$ cat config.mk
export PLATFORM = sky130hd
export DESIGN_NAME = sertx_line_ctl
export DESIGN_NICKNAME = d
export VERILOG_FILES = /design/src/rtl/sertx_pkg.sv /design/src/rtl/sertx_hold.sv /design/src/rtl/sertx_shift.sv /design/src/rtl/sertx_drive.sv /design/src/rtl/sertx_line_ctl.sv
export SDC_FILE = /design/constraint.sdc
export NUM_CORES = 1
export LEC_CHECK = 0
export ABC_AREA = 1
export BUFFER_PORTS_ARGS = -buffer_cell sky130_fd_sc_hd__buf_2
export CAP_MARGIN = 20
export CORE_MARGIN = 5
export CORE_UTILIZATION = 50
export CTS_CLUSTER_SIZE = 20
export DETAILED_ROUTE_END_ITERATION = 7
export PLACE_DENSITY = 0.7
export SLEW_MARGIN = 0
export SYNTH_ARGS = -nofsm -noshare
export SYNTH_HDL_FRONTEND = slang
export SYNTH_SLANG_ARGS = --single-unit
$ cat constraint.sdc
create_clock -name clk -period 1.45 [get_ports clk]
set_input_delay 0.0725 -clock clk [delete_from_list [all_inputs] [get_ports clk]]
set_output_delay 0.0725 -clock clk [all_outputs]
set_load 0.005 [all_outputs]
$ cat src/rtl/sertx_pkg.sv
package sertx_pkg;

   // Phase of the frame currently on the line
   typedef enum logic [2:0] {
      PH_IDLE,
      PH_START,
      PH_DATA,
      PH_PAR,
      PH_STOP
   } tx_phase_e;

   // Frame options captured with each character
   typedef struct packed {
      logic par_en;
      logic par_odd;
      logic stop_long;
   } frame_opt_t;

endpackage

$ cat src/rtl/sertx_hold.sv
module sertx_hold #(
   parameter int DATA_W = 8
) (
   input  logic              clk,
   input  logic              rst_n,
   input  logic              in_valid,
   input  logic [DATA_W-1:0] in_data,
   output logic              in_ready,
   input  logic              take,
   output logic              hold_valid,
   output logic [DATA_W-1:0] hold_data
);

   logic              full_q;
   logic [DATA_W-1:0] data_q;

   always_ff @(posedge clk) begin
      if (!rst_n) begin
         full_q <= 1'b0;
         data_q <= '0;
      end else if (in_valid && !full_q) begin
         full_q <= 1'b1;
         data_q <= in_data;
      end else if (take) begin
         full_q <= 1'b0;
      end
   end

   assign in_ready   = !full_q;
   assign hold_valid = full_q;
   assign hold_data  = data_q;

endmodule

$ cat src/rtl/sertx_shift.sv
module sertx_shift
   import sertx_pkg::*;
#(
   parameter int OVS      = 16,
   parameter int MIN_CHAR = 5,
   parameter int LEN_W    = 2,
   localparam int DATA_W  = MIN_CHAR + (1 << LEN_W) - 1
) (
   input  logic              clk,
   input  logic              rst_n,
   input  logic              tick,
   input  logic              ld_avail,
   input  logic [DATA_W-1:0] ld_data,
   input  logic [LEN_W-1:0]  len,
   input  frame_opt_t        opt,
   output logic              ld_take,
   output logic              line_bit,
   output logic              busy
);

   localparam int CNT_W = $clog2(2 * OVS);
   localparam int IDX_W = (DATA_W > 1) ? $clog2(DATA_W) : 1;
   localparam logic [CNT_W-1:0] ONE_M1  = CNT_W'(OVS - 1);
   localparam logic [CNT_W-1:0] HALF_M1 = CNT_W'(OVS + OVS / 2 - 1);
   localparam logic [CNT_W-1:0] TWO_M1  = CNT_W'(2 * OVS - 1);

   tx_phase_e         ph_q;
   logic [CNT_W-1:0]  cnt_q;
   logic [IDX_W-1:0]  idx_q;
   logic [IDX_W-1:0]  last_q;
   logic [DATA_W-1:0] sh_q;
   logic              par_q;
   logic              pen_q;
   logic [CNT_W-1:0]  stop_m1_q;

   logic [DATA_W-1:0] len_mask;
   logic              par_calc;
   logic [CNT_W-1:0]  stop_m1_d;
   logic [IDX_W-1:0]  last_d;
   logic [CNT_W-1:0]  lim_m1;
   logic              wrap;

   // Mask of the data bits that the selected length sends
   always_comb begin
      for (int i = 0; i < DATA_W; i++) begin
         len_mask[i] = (i < MIN_CHAR + int'(len));
      end
   end

   assign par_calc = (^(ld_data & len_mask)) ^ opt.par_odd;
   assign last_d   = IDX_W'(MIN_CHAR - 1 + int'(len));

   always_comb begin
      if (!opt.stop_long)  stop_m1_d = ONE_M1;
      else if (len == '0)  stop_m1_d = HALF_M1;
      else                 stop_m1_d = TWO_M1;
   end

   assign ld_take = (ph_q == PH_IDLE) && ld_avail;
   assign lim_m1  = (ph_q == PH_STOP) ? stop_m1_q : ONE_M1;
   assign wrap    = (cnt_q == lim_m1);

   always_ff @(posedge clk) begin
      if (!rst_n) begin
         ph_q      <= PH_IDLE;
         cnt_q     <= '0;
         idx_q     <= '0;
         last_q    <= '0;
         sh_q      <= '0;
         par_q     <= 1'b0;
         pen_q     <= 1'b0;
         stop_m1_q <= ONE_M1;
      end else if (ld_take) begin
         ph_q      <= PH_START;
         cnt_q     <= '0;
         idx_q     <= '0;
         last_q    <= last_d;
         sh_q      <= ld_data;
         par_q     <= par_calc;
         pen_q     <= opt.par_en;
         stop_m1_q <= stop_m1_d;
      end else if (ph_q != PH_IDLE && tick) begin
         if (!wrap) begin
            cnt_q <= cnt_q + CNT_W'(1);
         end else begin
            cnt_q <= '0;
            unique case (ph_q)
               PH_START: ph_q <= PH_DATA;
               PH_DATA: begin
                  sh_q <= sh_q >> 1;
                  if (idx_q == last_q) ph_q <= pen_q ? PH_PAR : PH_STOP;
                  else                 idx_q <= idx_q + IDX_W'(1);
               end
               PH_PAR:  ph_q <= PH_STOP;
               PH_STOP: ph_q <= PH_IDLE;
               default: ph_q <= PH_IDLE;
            endcase
         end
      end
   end

   always_comb begin
      unique case (ph_q)
         PH_START: line_bit = 1'b0;
         PH_DATA:  line_bit = sh_q[0];
         PH_PAR:   line_bit = par_q;
         default:  line_bit = 1'b1;
      endcase
   end

   assign busy = (ph_q != PH_IDLE);

endmodule

$ cat src/rtl/sertx_drive.sv
module sertx_drive #(
   parameter bit REG_OUT = 1'b1
) (
   input  logic clk,
   input  logic rst_n,
   input  logic brk,
   input  logic line_bit,
   output logic txd
);

   generate
      if (REG_OUT) begin : g_reg
         logic txd_q;
         always_ff @(posedge clk) begin
            if (!rst_n) txd_q <= 1'b1;
            else        txd_q <= line_bit & ~brk;
         end
         assign txd = txd_q;
      end else begin : g_comb
         assign txd = line_bit & ~brk;
      end
   endgenerate

endmodule

$ cat src/rtl/sertx_line_ctl.sv
module sertx_line_ctl
   import sertx_pkg::*;
#(
   parameter int OVS      = 16,
   parameter int MIN_CHAR = 5,
   parameter int LEN_W    = 2,
   parameter bit REG_OUT  = 1'b1,
   localparam int DATA_W  = MIN_CHAR + (1 << LEN_W) - 1
) (
   input  logic              clk,
   input  logic              rst_n,
   input  logic              tick16,
   input  logic [LEN_W-1:0]  char_len,
   input  logic              par_en,
   input  logic              par_odd,
   input  logic              stop_long,
   input  logic              brk,
   input  logic [DATA_W-1:0] in_data,
   input  logic              in_valid,
   output logic              in_ready,
   output logic              txd,
   output logic              tx_empty
);

   initial begin
      if (OVS < 4 || (OVS % 2) != 0)
         $fatal(1, "sertx_line_ctl: OVS must be even and at least 4");
      if (MIN_CHAR < 1 || LEN_W < 1)
         $fatal(1, "sertx_line_ctl: MIN_CHAR and LEN_W must be positive");
   end

   logic              hold_valid;
   logic [DATA_W-1:0] hold_data;
   logic              take;
   logic              line_bit;
   logic              busy;
   frame_opt_t        opt;

   assign opt.par_en    = par_en;
   assign opt.par_odd   = par_odd;
   assign opt.stop_long = stop_long;

   sertx_hold #(.DATA_W(DATA_W)) u_hold (
      .clk        (clk),
      .rst_n      (rst_n),
      .in_valid   (in_valid),
      .in_data    (in_data),
      .in_ready   (in_ready),
      .take       (take),
      .hold_valid (hold_valid),
      .hold_data  (hold_data)
   );

   sertx_shift #(.OVS(OVS), .MIN_CHAR(MIN_CHAR), .LEN_W(LEN_W)) u_shift (
      .clk      (clk),
      .rst_n    (rst_n),
      .tick     (tick16),
      .ld_avail (hold_valid),
      .ld_data  (hold_data),
      .len      (char_len),
      .opt      (opt),
      .ld_take  (take),
      .line_bit (line_bit),
      .busy     (busy)
   );

   sertx_drive #(.REG_OUT(REG_OUT)) u_drive (
      .clk      (clk),
      .rst_n    (rst_n),
      .brk      (brk),
      .line_bit (line_bit),
      .txd      (txd)
   );

   assign tx_empty = !hold_valid && !busy;

endmodule

# --- Word-level counts from Yosys, hierarchy flattened ---
# Cells that the tools add are included.
# Widths: inputs -> output; s select.
word_totals:
  inputBits: 18
  output_inout_bits: 3
  wordCells: 74
  ff_bits: 39
classes:
  reduce_logical: 19
  n_bitwise: 6
  order_cmp: 8
  n_eq_ne: 8
  n_addsub: 4
  n_mux: 17
op_table:
  columns: ["cell", "n"]
  rows:
  - ["$lt 4x32->1 const A", 4]
  - ["$lt 3x32->1 const A", 2]
  - ["$lt 2x32->1 const A", 1]
  - ["$mux 8", 4]
  - ["$mux 5", 3]
  - ["$pmux 3 s3", 1]
  - ["$reduce_and 3->1", 3]
  - ["$and 8x8->8", 1]
  - ["$reduce_bool 2->1", 4]
  - ["$reduce_xor 8->1", 1]
  - ["$eq 3x2->1 const B", 2]
  - ["$mux 3", 2]
  - ["$add 5x1->5 const B", 1]
  - ["$eq 5x5->1", 1]
  - ["$mux 1", 5]
  - ["$add 3x2->4 const A", 1]
  - ["$logic_and 1x1->1", 4]
  - ["$lt 1x4->1 const A", 1]
  - ["$mux 4", 1]
  - ["$reduce_and 4->1", 1]
  - ["$add 3x1->3 const B", 1]
  - ["$add 3x2->3 const A", 1]
  - ["$eq 3x1->1 const B", 1]
  - ["$eq 3x3->1", 1]
  - ["other kinds (12)", 15]

# --- Longest topological paths before layout ---
logic_depth:
  word_depth: 6
  mapped_depth: 11
  mapped_depth_nobuf: 10

# --- By module ---
# From an unflattened synthesis, not the netlist that was laid out.
unflattened:
  cells_unflattened: 300
  area_unflattened_um2: 2013.2
by_module_without_submodules:
  columns: ["mod", "seq_area_each_um2", "cells_each", "n_inst", "area_per_inst_um2"]
  rows:
  - ["sertx_shift", 520.5, 237, 1, 1584.0]
  - ["sertx_hold", 180.2, 58, 1, 394.1]
  - ["sertx_drive", 20.0, 4, 1, 31.3]
  - ["sertx_line_ctl", 0.0, 1, 1, 3.8]

# --- Worst setup path after synthesis ---
# No wires, ideal clock.
synth_path:
  path_kind: "register to register"
  start: "register u_shift.cnt_q[0]"
  end: "register u_shift.sh_q[4]"
  n_path_buf: 1
  stages_incl_launch_ff: 12
  t_arrival_ps: 1320
  setup_ps: 113
  setup_slack_ps: 17
  required_ps: 1337
  period_less_slack_ps: 1433
  cell_sequence: "dfxtp_1 ha_1 nand2_1 inv_1 nand3_4 nor2_2 nand4_2 nand2_2 buf_6 nand2_1 nand2_1 nor2_1"
synth_between:
  elab_chain_len: 3
synth_rtl:
  columns: ["item", "line_no", "text"]
  rows:
  - ["from (decl)", "sertx_shift.sv:28", "logic [CNT_W-1:0] cnt_q;"]
  - ["from (signal assigned)", "sertx_shift.sv:84", "cnt_q <= cnt_q + CNT_W'(1);"]
  - ["$eq 5x5->1", "sertx_shift.sv:61", "assign wrap = (cnt_q == lim_m1);"]
  - ["$reduce_bool 2->1 (no source line)", null, null]
  - ["$reduce_and 3->1 (no source line)", null, null]
  - ["to (signal assigned)", "sertx_shift.sv:78", "sh_q <= ld_data;"]
  - ["to (signal assigned)", "sertx_shift.sv:90", "sh_q <= sh_q >> 1;"]
  - ["to (decl)", "sertx_shift.sv:31", "logic [DATA_W-1:0] sh_q;"]
# Every way passes these cells.
# A chain may end at the register's enable or synchronous reset.

# --- Final worst setup path ---
layout_path:
  start: "register u_shift.ph_q[1]"
  end: "register u_shift.sh_q[5]"
layout_between:
  elab_chain_len: 5
  word_cells_on_any_way: 13
  cone_classes: "eq/ne: 3; mux: 2; reduce/logical: 8"
layout_rtl:
  columns: ["item", "line_no", "text"]
  rows:
  - ["from (decl)", "sertx_shift.sv:27", "tx_phase_e ph_q;"]
  - ["from (signal assigned)", "sertx_shift.sv:91", "if (idx_q == last_q) ph_q <= pen_q ? PH_PAR : PH_STOP;"]
  - ["$eq 3x3->1", "sertx_shift.sv:60", "assign lim_m1 = (ph_q == PH_STOP) ? stop_m1_q : ONE_M1;"]
  - ["$mux 5", "sertx_shift.sv:60", null]
  - ["$eq 5x5->1", "sertx_shift.sv:61", null]
  - ["$reduce_bool 2->1 (no source line)", null, null]
  - ["$reduce_and 3->1 (no source line)", null, null]
# Parallel ways exist; a longest one is shown, timed or not.

==> flow_summary_export.csv <==
group,metric,value,unit
status,status,"complete, but fails checks",
status,violations,"negative setup slack",
worst_setup_path,worst_path_max_delay_cell,"dfxtp_2",
synthesis,ys_ff_latch,36,
worst_setup_path,arrival,1.64,ns
sta,tightest_slew,0.278,ns
clocking,clk_latency,0.29,ns
synthesis,synth_enable_flop_cells,0,
pwr,peakVddDrop,0.000779,V
route,dr.pass1.iters,4,
pwr,power_density,946,nW/um2
synthesis,synth_cell_types,30,
placement,globalplace.congestion,0.892,
pwr,p_switching,0.652,mW
sta,hold_viol,0,
worst_setup_path,slowest_delay,0.34,ns
global_routing,grtUsageTotal,0.173,
hold_path,min_path_type,"in2reg",
global_routing,grt_max_degree,14,
global_routing,met2_usage,0.288,
synthesis,synthSimpleGateAreaFrac,0.360,
die,start_util,0.509,
synthesis,synth_compound_gate_area_share,0.0934,
synthesis,seq_area_frac_synth,0.390,
clocking,numCtsBuffers,5,
pwr,switching_share,0.287,
sta,hold_ws,0.00846,ns
synthesis,synthAdderAreaFrac,0.0135,
global_routing,grt_pass1_vias,1525,
pwr,power.internal,1.62,mW
worst_setup_path,crit_family,"simple AND/OR/NAND/NOR gates",
synthesis,synthArstFlopShare,0,
die,core_area,3630,um2
sta,min_period,1.46,ns
sta,worst_slack,-0.00805,ns
worst_setup_path,cp_common_cell,"nand2_1",
route,finalWirelength,4180,um
worst_setup_path,critPathLaunchType,"register",
pwr,leakage,1.09,nW
flow_run,cap_violations,0,
route,postRouteAntennaNets,0,
worst_setup_path,critPathMaxFanout,7,
global_routing,overflow,0,
global_routing,antenna_found_initial,0,
finish,drive_above_1_share,0.287,
die,pin_count,21,
synthesis,syn_area_per_cell,6.90,um2
synthesis,netlist_area,1850,um2
die,rows,22,
sta,rsz0062_at_grt,"yes",
global_routing,met3_usage,0.0526,
route,drc,0,
synthesis,ys.flop_type,"dfxtp_1",
pwr,power_frac_clock,0.326,
global_routing,busiest_layer,"met2",
clocking,cts_max_path_buffers,2,
global_routing,grt_pass1_wl,6890,um
sta,fmax,686,MHz
sta,maxSlewViolCount,0,
worst_setup_path,path_class,"reg2reg",
sta,finClkSkew,0.00794,ns
route,post_drt_wl_per_cell,11.5,um
die,die_area,5010,um2
pwr,seqPwrFrac,0.486,
synthesis,synth_top_family_by_area,"simple AND/OR/NAND/NOR gates",
finish,synthToLayoutAreaGrowth,29.8,%
placement,io_buffers,20,
placement,dp_hpwl,2850,um
sta,slew-limit-headroom,0.814,
global_routing,met1_usage,0.213,
synthesis,synth_mux_area_frac,0,
synthesis,netlist_instances,268,
worst_setup_path,worstPathRequired,1.63,ns
synthesis,synthXorXnorAreaFrac,0.0616,
synthesis,syn-num-nets,288,
worst_setup_path,critical_path.cell_chain,"nor2_4 -> nand4_1 -> nand2_2 -> nand4_4 -> nand2_4 -> nand2_1 -> nand2_1 -> nor2_1",
pwr,p_comb_frac,0.188,
clocking,clk_pin_slew,0.07,ns
clocking,cts_htree_levels,2,
synthesis,synth_warnings,0,
route,vias_per_cell,4.83,
worst_setup_path,crit_path_end_kind,"register",
die,die_x,70.8,um
route,dr_total_vias,1748,
pwr,finalPower,2.27,mW
sta,finalSetupViolCount,2,
die,fp.dieH,70.8,um
clocking,tritoncts,"yes",
clocking,cts_sinks,36,
route,drt_iter0_drc,74,
finish,antennaDiodeCount,0,
sta,timing.final.crit_share,1.01,
clocking,root_buffer,"clkbuf_8",
sta,fin_tns_setup,-0.0121,ns
finish,fin_nets,333,
worst_setup_path,critPathBufInv,0,
[per-layer routing]
layer / routed length, um / share of wire
met5: 0 / 0
met4: 60 / 0.014
met3: 144 / 0.034
met2: 2130 / 0.51
met1: 1840 / 0.44
[worst paths after layout]
path	start	endpoint	slack, ns	cells past startpoint
setup / recovery	u_shift.ph_q[1]	u_shift.sh_q[5]	-0.008	8
hold / removal	in_data[5]	u_hold.hold_data[5]	0.008	3
setup reg to reg	u_shift.ph_q[1]	u_shift.sh_q[5]	-0.008	8
hold reg to reg	u_shift.sh_q[3]	u_shift.sh_q[3]	0.47	2
[Yosys cell counts (all sizes together) (4+ instances only)]
| master | instances | area (um2) |
|---|---|---|
| a21oi | 15 | 78.8 |
| buf | 4 | 27.5 |
| dfxtp | 36 | 721 |
| inv | 31 | 116 |
| nand2 | 79 | 312 |
| nand3 | 14 | 100 |
| nand4 | 5 | 37.5 |
| nor2 | 48 | 205 |
| o21ai | 14 | 70.1 |
| xnor2 | 5 | 43.8 |
| xor2 | 8 | 70.1 |
[tightest hold or removal path, stage by stage]
cell and delay, ns:
buf_2 0.07, nor2_1 0.03, nor2_1 0.08
[through the flow]
| stage | util | setup slack, ns | area, um2 | instances |
|---|---|---|---|---|
| finish | 0.660 | -0.00805 | 2400 | 362 |
| global route | 0.660 | -0.100 | 2400 | 362 |
| CTS | 0.629 | 0.0119 | 2290 | 360 |
| detailed placement | 0.577 | -0.0539 | 2100 | 347 |
| global placement | 0.577 | -0.00239 | 2100 | 347 |
| floorplan | - | 0.0173 | 1850 | 268 |
[kinds of logic after synthesis]
logic type,Yosys count
DFF,36
AOI/OAI and AO/OA,32
xor gates and xnor gates,13
buffers and inverters,37
and+or+nand+nor,148
adders and majority gates,2
[cell usage in the layout, fill, tap and decap left out]
cell type      instances
a21oi_2                2
buf_4                 14
xor2_1                 8
o21ai_0               12
buf_6                  4
nand2_1               65
buf_2                 20
nand4_4                1
nor2_4                 5
ha_1                   1
dfxtp_1               32
o21a_1                 2
clkbuf_8               6
dfxtp_2                4
nand2_4                4
o21ai_2                1
a21oi_1               13
inv_1                 27
a31o_2                 1
or2_2                  1
ha_4                   1
xnor2_1                5
clkinvlp_4             1
nor3_1                 1
nand3_4                4
clkinv_1               1
nand2_2               11
nor2_1                42
nor2_2                 1
nand3_2                4
nand4_1                4
dlygate4sd3_1          4
clkinv_2               2
nand3_1                6
inv_2                  3
o21ai_1                1
[state kept, by name (all words and copies together) (netlist names)]
| register | count |
|---|---|
| u_drive.txd | 1 |
| u_hold.hold_data | 8 |
| u_hold.hold_valid | 1 |
| u_shift.cnt_q | 5 |
| u_shift.idx_q | 3 |
| u_shift.last_q | 3 |
| u_shift.par_q | 1 |
| u_shift.pen_q | 1 |
| u_shift.ph_q | 3 |
| u_shift.sh_q | 8 |
| u_shift.stop_m1_q | 2 |
[power groups by stage]
stage	sequential, mW	combinational (mW)	clock, mW
6_report	1.10	0.426	0.741
4_1_cts	1.10	0.394	0.763
5_1_grt	1.11	0.483	0.806
3_5_place_dp	1.12	0.378	0
2_1_floorplan	1.11	0.267	0
3_3_place_gp	1.12	0.373	0
[cell type report]
cell class | instances | area [um2]
fillers | 350 | 1230
multi-input cells | 196 | 1110
flip-flops and latches | 36 | 726
repair buffers | 42 | 290
inverters | 32 | 124
clock buffers | 6 | 82.6
well taps | 48 | 60.1
clock inverters | 2 | 10.0
[repair_timing]
action	CTS	global route
hold buffers	4	0
setup endpoints to repair	12	22
pin swaps	4	17
cloned	1	0
setup buffers	0	2
hold endpoints to repair	4	0
gates resized for setup	12	30
No activity file was read; power rests on OpenSTA's default activity.
